**config.mk**
```make
export PLATFORM = sky130hd
export DESIGN_NAME = intreq_capture
export DESIGN_NICKNAME = d
export VERILOG_FILES = /design/src/rtl/intreq_pkg.sv /design/src/rtl/intreq_line.sv /design/src/rtl/intreq_trig.sv /design/src/rtl/intreq_ack.sv /design/src/rtl/intreq_capture.sv
export SDC_FILE = /design/constraint.sdc
export NUM_CORES = 1
export LEC_CHECK = 0
export ABC_AREA = 1
export BUFFER_PORTS_ARGS = -buffer_cell sky130_fd_sc_hd__buf_2
export CAP_MARGIN = 20
export CORE_MARGIN = 8
export CORE_UTILIZATION = 45
export CTS_CLUSTER_DIAMETER = 150
export DETAILED_ROUTE_END_ITERATION = 10
export HOLD_SLACK_MARGIN = 0.05
export MAX_ROUTING_LAYER = met4
export PLACE_DENSITY = 0.74
export SLEW_MARGIN = 20
export SYNTH_ARGS = -nofsm -noshare
export SYNTH_HDL_FRONTEND = slang
export SYNTH_SLANG_ARGS = --single-unit
```
**constraint.sdc**
```tcl
create_clock -name clk -period 1.8 [get_ports clk]
set_clock_uncertainty 0.1 [all_clocks]
set_input_delay 0.54 -clock clk [delete_from_list [all_inputs] [get_ports clk]]
set_output_delay 0.54 -clock clk [all_outputs]
set_load 0.05 [all_outputs]
```
**src/rtl/intreq_pkg.sv**
```systemverilog
`timescale 1ns/1ps
package intreq_pkg;
  typedef enum logic {
    TRIG_EDGE  = 1'b0,
    TRIG_LEVEL = 1'b1
  } trig_mode_e;
endpackage

```
**src/rtl/intreq_line.sv**
```systemverilog
`timescale 1ns/1ps
module intreq_line
  import intreq_pkg::*;
(
  input  logic       clk,
  input  logic       rst,
  input  logic       reinit,
  input  logic       raw,
  input  trig_mode_e mode,
  input  logic       ack_hit,
  output logic       req
);
  logic last_q;
  logic rise;
  logic req_d;

  assign rise = raw & ~last_q;

  // A new rise wins over a simultaneous acknowledge.
  always_comb begin
    if (mode == TRIG_LEVEL) req_d = raw;
    else                    req_d = (req & ~ack_hit) | rise;
  end

  always_ff @(posedge clk) begin
    if (rst || reinit) begin
      last_q <= 1'b0;
      req    <= 1'b0;
    end else begin
      last_q <= raw;
      req    <= req_d;
    end
  end
endmodule

```
**src/rtl/intreq_trig.sv**
```systemverilog
`timescale 1ns/1ps
module intreq_trig #(
  parameter int               LINES   = 8,
  parameter logic [LINES-1:0] WR_MASK = 8'hF8
) (
  input  logic             clk,
  input  logic             rst,
  input  logic             we,
  input  logic [LINES-1:0] wdata,
  output logic [LINES-1:0] sel_q
);
  always_ff @(posedge clk) begin
    if (rst)     sel_q <= '0;
    else if (we) sel_q <= wdata & WR_MASK;
  end
endmodule

```
**src/rtl/intreq_ack.sv**
```systemverilog
`timescale 1ns/1ps
module intreq_ack #(
  parameter  int LINES = 8,
  localparam int IDW   = $clog2(LINES)
) (
  input  logic             clk,
  input  logic             rst,
  input  logic             reinit,
  input  logic             ack_valid,
  input  logic [IDW-1:0]   ack_line,
  input  logic             auto_eoi,
  input  logic             rotate_aeoi,
  output logic [LINES-1:0] ack_hit,
  output logic [LINES-1:0] isr_q,
  output logic [IDW-1:0]   rot_q
);
  localparam logic [IDW-1:0] LAST = IDW'(LINES - 1);

  logic [IDW-1:0] next_base;

  for (genvar g = 0; g < LINES; g++) begin : g_dec
    assign ack_hit[g] = ack_valid && (ack_line == IDW'(g));
  end

  assign next_base = (ack_line == LAST) ? '0 : ack_line + 1'b1;

  always_ff @(posedge clk) begin
    if (rst || reinit) begin
      isr_q <= '0;
      rot_q <= '0;
    end else if (ack_valid) begin
      if (!auto_eoi)        isr_q <= isr_q | ack_hit;
      else if (rotate_aeoi) rot_q <= next_base;
    end
  end
endmodule

```
**src/rtl/intreq_capture.sv**
```systemverilog
`timescale 1ns/1ps
module intreq_capture
  import intreq_pkg::*;
#(
  parameter  int               LINES   = 8,
  parameter  logic [LINES-1:0] WR_MASK = 8'hF8,
  localparam int               IDW     = $clog2(LINES)
) (
  input  logic             clk,
  input  logic             rst,
  input  logic [LINES-1:0] raw_req,
  input  logic             trig_we,
  input  logic [LINES-1:0] trig_wdata,
  output logic [LINES-1:0] trig_rdata,
  input  logic             ack_valid,
  input  logic [IDW-1:0]   ack_line,
  input  logic             auto_eoi,
  input  logic             rotate_aeoi,
  input  logic             reinit,
  output logic [LINES-1:0] req_q,
  output logic [LINES-1:0] isr_q,
  output logic [IDW-1:0]   rot_base
);
  logic [LINES-1:0] ack_hit;

  intreq_trig #(.LINES(LINES), .WR_MASK(WR_MASK)) u_trig (
    .clk   (clk),
    .rst   (rst),
    .we    (trig_we),
    .wdata (trig_wdata),
    .sel_q (trig_rdata)
  );

  intreq_ack #(.LINES(LINES)) u_ack (
    .clk         (clk),
    .rst         (rst),
    .reinit      (reinit),
    .ack_valid   (ack_valid),
    .ack_line    (ack_line),
    .auto_eoi    (auto_eoi),
    .rotate_aeoi (rotate_aeoi),
    .ack_hit     (ack_hit),
    .isr_q       (isr_q),
    .rot_q       (rot_base)
  );

  for (genvar g = 0; g < LINES; g++) begin : g_line
    intreq_line u_line (
      .clk     (clk),
      .rst     (rst),
      .reinit  (reinit),
      .raw     (raw_req[g]),
      .mode    (trig_mode_e'(trig_rdata[g])),
      .ack_hit (ack_hit[g]),
      .req     (req_q[g])
    );
  end
endmodule

```
Word level (Yosys, flattened, before mapping)

Cells that the tools add are included.

Flip-flop bits (word level): 32
Output and inout port bits: 27
Logic and storage cells: 87
Bits of input ports: 26

Equality and inequality tests: 7
Bitwise logic cells: 42
Mux-type cells: 6
Reductions and logical operators: 12
$add $sub $neg: 1

Operators with widths:

| cell                | count |
|---|---|
| $not 1->1           | 17 |
| $and 1x1->1         | 16 |
| $eq 3x3->1 const B  | 4 |
| $logic_and 1x1->1   | 8 |
| $or 1x1->1          | 8 |
| $or 8x8->8          | 1 |
| $eq 3x2->1 const B  | 2 |
| $mux 1              | 5 |
| $add 3x1->3 const B | 1 |
| $eq 3x1->1 const B  | 1 |
| $logic_not 3->1     | 1 |
| $mux 3              | 1 |
| $reduce_and 3->1    | 1 |
| $reduce_and 2->1    | 1 |
| $logic_or 1x1->1    | 1 |

Depth between registers and ports, before layout

Gate-level depths: netlist of run 1.

Depth after elaboration: 6
Depth in mapped cells: 6
Depth with buffers taken out: 6

By module

From an unflattened synthesis of run 1, not the netlist that was laid out.

Cell total of the unflattened synthesis: 223
Area, all modules: 1522.7 µm²

Modules (own cells, without submodules):

| module      | sequential area each (µm²) | cells each | area an instance (µm²) | times used |
|---|---|---|---|---|
| intreq_line | 40.0                       | 12         | 86.3                   | 8 |
| intreq_ack  | 220.2                      | 91         | 596.8                  | 1 |
| intreq_trig | 100.1                      | 36         | 235.2                  | 1 |

Worst setup path after synthesis of run 1

OpenSTA, ideal clock, no wires.

Path kind: input to register
Start: input ack_line[2]
End: register u_ack.rot_q[2]
Required time: 1586 ps
Buffers on the path: 1
Slack: 377 ps
Stages: 6
Setup time: 114 ps
Data arrival time: 1209 ps
Cell sequence: buf_2 -> inv_1 -> ha_1 -> inv_1 -> nor2_1 -> nor2_1

Cells in the longest elaborated chain, start to end: 2
Elaborated cells on any way between the ends: 3

RTL lines:

| item                                      | line                 | text |
|---|---|---|
| start, declared                           | intreq_capture.sv:16 | `input logic [IDW-1:0] ack_line,` |
| $add 3x1->3 or $eq 3x3->1 (tied branches) | intreq_ack.sv:25     | `assign next_base = (ack_line == LAST) ? '0 : ack_line + 1'b1;` |
| $mux 3 (*)                                | intreq_ack.sv:25     |  |
| end signal, assigned                      | intreq_ack.sv:33     | `else if (rotate_aeoi) rot_q <= next_base;` |
| end, declared                             | intreq_ack.sv:15     | `output logic [IDW-1:0] rot_q` |

Every way passes the cells marked *; elsewhere a longest branch is shown, timed or not.
A chain may end at the register's enable or synchronous reset.

Worst setup path in the final report of run 1

Start: register g_line[1].u_line.req
End: output req_q[1]

RTL lines:

| item                   | line                 | text |
|---|---|---|
| start, declared        | intreq_line.sv:11    | `output logic req` |
| start signal, assigned | intreq_line.sv:31    | `req <= req_d;` |
| end, declared          | intreq_capture.sv:20 | `output logic [LINES-1:0] req_q,` |

No word-level cell between the ends.

==> metrics.md, run 1 <==
| Metric | Value |
|---|---|
| Outcome | `complete, no violations` |
| Peak VDD IR | `371 µV` |
| Slowest cell on crit path | `dfxtp_1` |
| Antenna cell count | `0` |
| Minimum clock period | `1590 ps` |
| Core Area | `3050 µm²` |
| Die height | `72.8 µm` |
| Starting Density | `0.476` |
| CP Launch Type | `flip-flop` |
| FFs w/ async S/R, synth | `0` |
| Initial drt markers | `25` |
| Routed len/inst | `10.6 µm` |
| GRT met3 Usage | `0.0495` |
| Synth area leaders | `dfxtp_1 (44%), inv_1 (9.0%), buf_4 (8.8%), nand2_1 (7.5%), nand3_1 (5.9%)` |
| Most frequent cell after synthesis | `inv_1` |
| Final net count | `258` |
| Mean Syn Cell Area | `7.65 µm²` |
| CP top delay family | `flip-flops` |
| Largest net degree at the start of global routing | `19` |
| Crit Path Max Fanout | `2` |
| Post-CTS Hold Buffers | `0` |
| CP peak stage delay | `350 ps` |
| Top Usage Layer GRT | `met2` |
| Setup TNS | `0 ps` |
| Commonest cells in the netlist | `inv_1 (35), dfxtp_1 (32), nand2_1 (29), nor2_1 (20)` |
| Maxcap violations | `0` |
| Row count | `20` |
| Flops & latches, synth | `32` |
| Final WL | `2.86 mm` |
| Pre-Repair DR Iteration Count | `4` |
| I/O Buffers | `46` |
| Area grow syn2layout | `15.2%` |
| Clock transition at the registers of the reported paths | `100 ps` |
| Worst hold path type | `primary input to flip-flop` |
| Final Max Tran Viols | `0` |
| DRC | `0` |
| Unique masters post-synth | `19` |
| Fraction of layout cells with a size suffix above 1 | `0.260` |
| Leak | `0.879 nW` |
| Worst skew pair latency | `330 ps` |
| Tcrit/Tclk final | `0.885` |
| RSZ-0062 raised after global routing | `false` |
| Ys Warns | `0` |
| Top Ports | `53` |
| Share of the synthesized area in the top cell type | `0.441` |
| CTS root buf | `clkbuf_4` |
| Die Span X | `72.8 µm` |
| Worst hold margin | `314 ps` |
| Vias/cell | `4.30` |
| Clk buf depth | `2` |
| Total GRT Usage | `0.116` |
| GRT Residual Overflow | `0` |
| Peak Freq | `0.628 GHz` |
| Post-CTS sizing | `0` |
| Crit end category | `primary output` |
| Gate Count Post-Synth | `190` |
| Via count | `1164` |
| # clock sinks | `32` |
| Postcts setup bufs | `0` |
| H-tree depth | `2` |
| Cell taking the most area after synthesis | `dfxtp_1` |
| Inserted Clock Buffers | `5` |
| Sequential area share after synthesis | `0.441` |
| DP Wirelength | `2.26 mm` |
| Global-route wire length before repair | `4.66 mm` |
| CP Data Arrival Time | `950 ps` |
| Synth Cell Area | `1450 µm²` |
| Crit path cell chain | `buf_2` |
| Routability cong. | `0.844` |
| Antenna violations before repair | `0` |
| Worst Path Required | `1160 ps` |
| Post-synth EDFFs | `0` |
| DRT antenna net count | `0` |
| Die ar. | `5310 µm²` |
| Hold Violations, Final | `0` |
| CTS tree | `done` |
| CP bufs+invs | `1` |
| Top FF cell, synth | `dfxtp_1` |
| Cell Pwr Density | `901 nW/µm²` |
| Met2 GRT Util | `0.198` |
| Vias in the first global route | `1132` |
| Met1 Usage GRT | `0.108` |
| Final number of setup-violating endpoints | `0` |
| Crit path kind | `flip-flop to primary output` |
==> layer usage <==
layer	share of wire	wire (µm)	vias to the layer above
met5	0	0	-
met4	0.023	66	0
met3	0.065	186	5
met2	0.48	1370	26
met1	0.43	1240	500
li1	-	-	633
==> cell type report <==
type	count	area (µm²)
multi-input cells	103	524
flip-flops and latches	32	641
repair buffers	47	238
clock buffers	6	41.3
inverters	37	141
fillers	323	1380
well taps	44	55.1
clock inverters	2	35.0
==> state kept, by name, summed over array words and instances (netlist names) <==
name	flops
u_ack.rot_q	3
u_trig.sel_q	5
g_line.u_line.last_q	8
g_line.u_line.req	8
u_ack.isr_q	8
==> report_power, final <==
part	total, mW	internal, mW	switching [mW]	leakage [nW]
Sequential	0.747	0.736	0.0109	0.262
Combinational	0.233	0.0626	0.171	0.575
Clock	0.529	0.291	0.238	0.0422
Total	1.51	1.09	0.420	0.879
==> cell families after synthesis <==
family                   count (synthesis)  share of synthesized area
flip-flops                              32                      0.441
AND/OR/NAND/NOR                         75                      0.233
buffers and inverters                   57                      0.204
other                                    1                    0.00258
adder cells (fa/ha/maj)                  6                     0.0516
AO/OA/AOI/OAI                           19                     0.0680
==> path summary, 6_finish.rpt <==
kind                                      startpoint                 endpoint  slack (ps)  depth (start not counted)
worst min-delay path                      raw_req[1]  g_line[1].u_line.last_q         310                          3
worst max-delay path            g_line[1].u_line.req                 req_q[1]         210                          1
worst min register to register        u_ack.isr_q[3]           u_ack.isr_q[3]         350                          2
worst max register to register       u_trig.sel_q[3]     g_line[3].u_line.req        1010                          4
==> stage by stage <==
stage	instance area [µm²]	utilization	power [mW]	worst slack [ps]	std cells
floorplan	1460	-	0.965	377	192
global route	1680	0.549	1.58	161	271
CTS	1680	0.549	1.53	188	271
global placement	1600	0.524	0.994	233	263
detailed placement	1600	0.524	0.998	222	263
finish	1680	0.549	1.51	208	271
==> cells in the final DEF, fill, tap and decap left out, drive strengths merged, types with 3 or more instances in the layout <==
cell type / netlist / layout
nand3b: 3 / 3
dfxtp: 32 / 32
nand4: 3 / 3
nor2: 23 / 23
a21oi: 12 / 12
nand2: 29 / 29
nand3: 17 / 17
buf: 20 / 47
clkbuf: 0 / 6
ha: 6 / 6
o21ai: 7 / 7
conb: 1 / 3
inv: 36 / 36
(Power assumes the default switching activity.)
==> inputs of run 2 (changes only) <==
--- a/config.mk
+++ b/config.mk
@@ -11,10 +11,12 @@
 export CORE_MARGIN = 8
 export CORE_UTILIZATION = 45
 export CTS_CLUSTER_DIAMETER = 150
+export CTS_CLUSTER_SIZE = 30
 export DETAILED_ROUTE_END_ITERATION = 10
 export HOLD_SLACK_MARGIN = 0.05
 export MAX_ROUTING_LAYER = met4
 export PLACE_DENSITY = 0.74
+export REMOVE_ABC_BUFFERS = 1
 export SLEW_MARGIN = 20
 export SYNTH_ARGS = -nofsm -noshare
 export SYNTH_HDL_FRONTEND = slang
==> metrics.md, run 2 (synthesis results as in run 1) <==
| Metric | Value |
|---|---|
| CP bufs+invs | `1` |
| Util after Layout | `0.549` |
| Setup TNS | `0 ps` |
| Clk buf depth | `2` |
| Antenna violations before repair | `0` |
| Most common cell after layout, fill and taps aside | `buf_2` |
| CP Launch Type | `flip-flop` |
| Vias in the first global route | `1119` |
| Via count | `1178` |
| Crit path kind | `flip-flop to primary output` |
| CP top delay family | `flip-flops` |
| # clock sinks | `32` |
| Design Area, Final | `1680 µm²` |
| Sw Pwr | `0.426 mW` |
| Global-route wire length before repair | `4.78 mm` |
| Final net count | `258` |
| Clock network fraction of design power | `0.353` |
| FF/Latch Area | `641 µm²` |
| Post-CTS sizing | `0` |
| Starting Density | `0.476` |
| Hold Violations, Final | `0` |
| Initial drt markers | `58` |
| Postcts setup bufs | `0` |
| I/O Buffers | `46` |
| Pre-Repair DR Iteration Count | `4` |
| Die height | `72.8 µm` |
| Worst hold margin | `308 ps` |
| Routability cong. | `0.773` |
| Final number of setup-violating endpoints | `0` |
| Top Ports | `53` |
| DRC | `0` |
| DP Wirelength | `2.31 mm` |
| Biggest regs | `g_line.u_line.last_q: 8 flops, g_line.u_line.req: 8 flops, u_ack.isr_q: 8 flops` |
| Routed len/inst | `10.7 µm` |
| Seq pwr share | `0.493` |
| Minimum clock period | `1620 ps` |
| Fraction of layout cells with a size suffix above 1 | `0.260` |
| Leak | `0.879 nW` |
| Peak Freq | `0.618 GHz` |
| Crit path cell chain | `buf_2` |
| Commonest non-fill, non-tap cells in the layout | `buf_2 (46), inv_1 (35), dfxtp_1 (32)` |
| Area grow syn2layout | `15.2%` |
| Crit Path Max Fanout | `2` |
| Core Area | `3050 µm²` |
| Largest net degree at the start of global routing | `19` |
| DRT antenna net count | `0` |
| Final Max Tran Viols | `0` |
| Worst Path Required | `1160 ps` |
| DP Area | `1600 µm²` |
| Int Power | `1.09 mW` |
| CTS root buf | `clkbuf_4` |
| Sw frac | `0.281` |
| Clock transition at the registers of the reported paths | `100 ps` |
| Post-CTS Hold Buffers | `0` |
| Vias/cell | `4.35` |
| Outcome | `complete, no violations` |
| Worst hold path type | `primary input to flip-flop` |
| Total GRT Usage | `0.120` |
| CP Data Arrival Time | `980 ps` |
| Multi-input gate area | `524 µm²` |
| Worst skew pair latency | `330 ps` |
| Antenna cell count | `0` |
| Peak VDD IR | `362 µV` |
| Crit end category | `primary output` |
| RSZ-0062 raised after global routing | `false` |
| Die ar. | `5310 µm²` |
| Die Span X | `72.8 µm` |
| CP peak stage delay | `360 ps` |
| Cell Pwr Density | `905 nW/µm²` |
| Maxcap violations | `0` |
| Final WL | `2.90 mm` |
| CTS tree | `done` |
| H-tree depth | `2` |
| Slowest cell on crit path | `dfxtp_1` |
| GRT Residual Overflow | `0` |
| Tcrit/Tclk final | `0.899` |
| Gate power share | `0.154` |
| Row count | `20` |
| Inserted Clock Buffers | `5` |
| Fillers | `330` |
run 2: worst reg2reg max path, stage by stage (launching register included):
cell	delay (ps)
dfxtp_1	320
inv_1	90
nand2_1	60
nand3_1	60
o21ai_0	90
run 2: final timing paths:
path / endpoint / cells past startpoint / from / slack, ps
hold reg to reg: u_ack.isr_q[3] / 2 / u_ack.isr_q[3] / 350
hold / removal: g_line[3].u_line.last_q / 3 / raw_req[3] / 310
setup reg to reg: g_line[7].u_line.req / 4 / u_trig.sel_q[7] / 970
setup / recovery: req_q[7] / 1 / g_line[7].u_line.req / 180
run 2: cell type report:
type / instances / area share
repair buffers: 47 / 0.142
inverters: 37 / 0.0844
multi-input cells: 103 / 0.313
flip-flops and latches: 32 / 0.382
well taps: 44 / 0.0329
clock inverters: 2 / 0.0209
clock buffers: 6 / 0.0246
run 2: power by group through the flow:
stage / Sequential, mW / Combinational (mW) / Clock (mW)
final: 0.747 / 0.234 / 0.535
after global routing: 0.751 / 0.257 / 0.584
after CTS: 0.747 / 0.237 / 0.547
after detailed placement: 0.763 / 0.237 / 0
after global placement: 0.762 / 0.233 / 0
after floorplan: 0.836 / 0.0860 / 0
run 2: routing by layer:
| metal | up-vias | track usage | wire length, µm |
|---|---|---|---|
| li1 | 628 | - | - |
| met1 | 510 | 0.122 | 1260 |
| met2 | 34 | 0.184 | 1330 |
| met3 | 6 | 0.0687 | 267 |
| met4 | 0 | 0.0533 | 50 |
| met5 | - | - | 0 |
run 2: per-stage QoR:
stage | power (mW) | setup WS [ps] | cells
after detailed placement | 1.00 | 213 | 263
final | 1.52 | 181 | 271
after global routing | 1.59 | 130 | 271
after floorplan | 0.922 | 421 | 172
after global placement | 0.995 | 242 | 263
after CTS | 1.53 | 174 | 271
==> inputs of run 3 (changes only) <==
--- a/config.mk
+++ b/config.mk
@@ -9,13 +9,13 @@
 export BUFFER_PORTS_ARGS = -buffer_cell sky130_fd_sc_hd__buf_2
 export CAP_MARGIN = 20
 export CORE_MARGIN = 8
-export CORE_UTILIZATION = 45
+export CORE_UTILIZATION = 44
 export CTS_CLUSTER_DIAMETER = 150
 export CTS_CLUSTER_SIZE = 30
 export DETAILED_ROUTE_END_ITERATION = 10
 export HOLD_SLACK_MARGIN = 0.05
 export MAX_ROUTING_LAYER = met4
-export PLACE_DENSITY = 0.74
+export PLACE_DENSITY = 0.75
 export REMOVE_ABC_BUFFERS = 1
 export SLEW_MARGIN = 20
 export SYNTH_ARGS = -nofsm -noshare
==> constraint.sdc (replaced) <==
create_clock -name clk -period 1.3 [get_ports clk]
set_clock_uncertainty 0.1 [all_clocks]
set_input_delay 0.39 -clock clk [delete_from_list [all_inputs] [get_ports clk]]
set_output_delay 0.39 -clock clk [all_outputs]
set_load 0.05 [all_outputs]
==> metrics.md, run 3 (synthesis results as in run 1) <==
| Metric | Value |
|---|---|
| Starting Density | `0.446` |
| Top Ports | `53` |
| Commonest non-fill, non-tap cells in the layout | `inv_1 (35), nand2_1 (29), dfxtp_2 (24)` |
| Routability cong. | `0.779` |
| Die height | `73.5 µm` |
| Clk buf depth | `2` |
| CP Data Arrival Time | `850 ps` |
| Hold Violations, Final | `0` |
| Worst Path Required | `810 ps` |
| Peak Freq | `0.748 GHz` |
| Vias in the first global route | `1191` |
| # clock sinks | `32` |
| Final Max Tran Viols | `0` |
| H-tree depth | `2` |
| Tcrit/Tclk final | `1.03` |
| Crit Path Max Fanout | `2` |
| Maxcap violations | `0` |
| Fraction of layout cells with a size suffix above 1 | `0.390` |
| Fillers | `314` |
| Largest net degree at the start of global routing | `19` |
| Via count | `1213` |
| CP peak stage delay | `350 ps` |
| Crit path cell chain | `buf_6` |
| Die Span X | `73.5 µm` |
| Crit end category | `primary output` |
| Final WL | `3.16 mm` |
| CTS root buf | `clkbuf_4` |
| Row count | `21` |
| Design Area, Final | `2000 µm²` |
| Minimum clock period | `1340 ps` |
| DRC | `0` |
| Die ar. | `5400 µm²` |
| Worst skew pair latency | `340 ps` |
| Leak | `0.974 nW` |
| Initial drt markers | `36` |
| GRT Residual Overflow | `0` |
| Final number of setup-violating endpoints | `24` |
| Total GRT Usage | `0.129` |
| Cell Pwr Density | `988 nW/µm²` |
| Util after Layout | `0.613` |
| Final net count | `268` |
| Inserted Clock Buffers | `5` |
| DP Area | `1660 µm²` |
| Core Area | `3260 µm²` |
| Multi-input gate area | `524 µm²` |
| DP Wirelength | `2.40 mm` |
| Worst hold margin | `171 ps` |
| RSZ-0062 raised after global routing | `true` |
| Peak VDD IR | `601 µV` |
| Antenna violations before repair | `0` |
| Dpl ws | `-118 ps` |
| FF/Latch Area | `671 µm²` |
| Routed len/inst | `11.2 µm` |
| CP Launch Type | `flip-flop` |
| Setup TNS | `-502 ps` |
| Worst hold path type | `primary input to flip-flop` |
| DRT antenna net count | `0` |
| Biggest regs | `g_line.u_line.last_q: 8 flops, g_line.u_line.req: 8 flops, u_ack.isr_q: 8 flops` |
| Area grow syn2layout | `37.4%` |
| Slowest cell on crit path | `dfxtp_2` |
| Global-route wire length before repair | `5.11 mm` |
| CP bufs+invs | `1` |
| Outcome | `finished with violations` |
| CP top delay family | `flip-flops` |
| Vias/cell | `4.30` |
| Antenna cell count | `0` |
| Pre-Repair DR Iteration Count | `4` |
| Most common cell after layout, fill and taps aside | `inv_1` |
| Clock transition at the registers of the reported paths | `100 ps` |
| Crit path kind | `flip-flop to primary output` |
| I/O Buffers | `46` |
| Post-CTS Hold Buffers | `0` |
| CTS tree | `done` |
| Failing checks | `negative setup slack` |
| Worst setup margin | `-36.8 ps` |
[run 3: changes by cell type in the layout (fill, tap and decap cells not counted)]
cell       previous run  this run
buf_12                0         1
bufinv_16             1         0
dfxtp_2               0        24
buf_4                 1        10
dfxtp_1              32         8
buf_6                 0         2
buf_2                46        22
buf_8                 0        22
[run 3: what timing repair did]
action                     CTS  global route
buffers inserted             2             2
pin swaps                    0             0
gates resized for setup     92             2
setup endpoints to repair   24            24
[run 3: final cells by class]
type                    instances  share of cell area
clock inverters                 1             0.00250
clock buffers                   6              0.0207
flip-flops and latches         32               0.336
repair buffers                 57               0.279
inverters                      37              0.0708
well taps                      46              0.0288
multi-input cells             103               0.262
[run 3: routing by layer]
metal / up-vias / track usage / part of all wire
met4: 0 / 0.0532 / 0.018
met3: 6 / 0.0573 / 0.073
li1: 655 / - / -
met5: - / - / 0
met1: 521 / 0.124 / 0.42
met2: 31 / 0.222 / 0.49
[run 3: path summary, 6_finish.rpt]
path,start,cells after the start,to,slack (ps)
setup reg to reg,u_trig.sel_q[3],4,g_line[3].u_line.req,460
hold / removal,raw_req[7],3,g_line[7].u_line.last_q,170
hold reg to reg,u_ack.isr_q[2],2,u_ack.isr_q[2],370
setup / recovery,u_ack.rot_q[1],1,rot_base[1],-40
[run 3: power breakdown]
group	internal (mW)	switching (mW)	total (mW)
registers	1.02	0.0276	1.05
logic	0.161	0.244	0.406
clock network	0.199	0.318	0.517
[run 3: per-stage QoR]
step	instances	power (mW)
floorplan	172	1.28
global placement	271	1.40
detailed placement	271	1.40
CTS	280	1.99
global route	282	2.08
finish	282	1.97
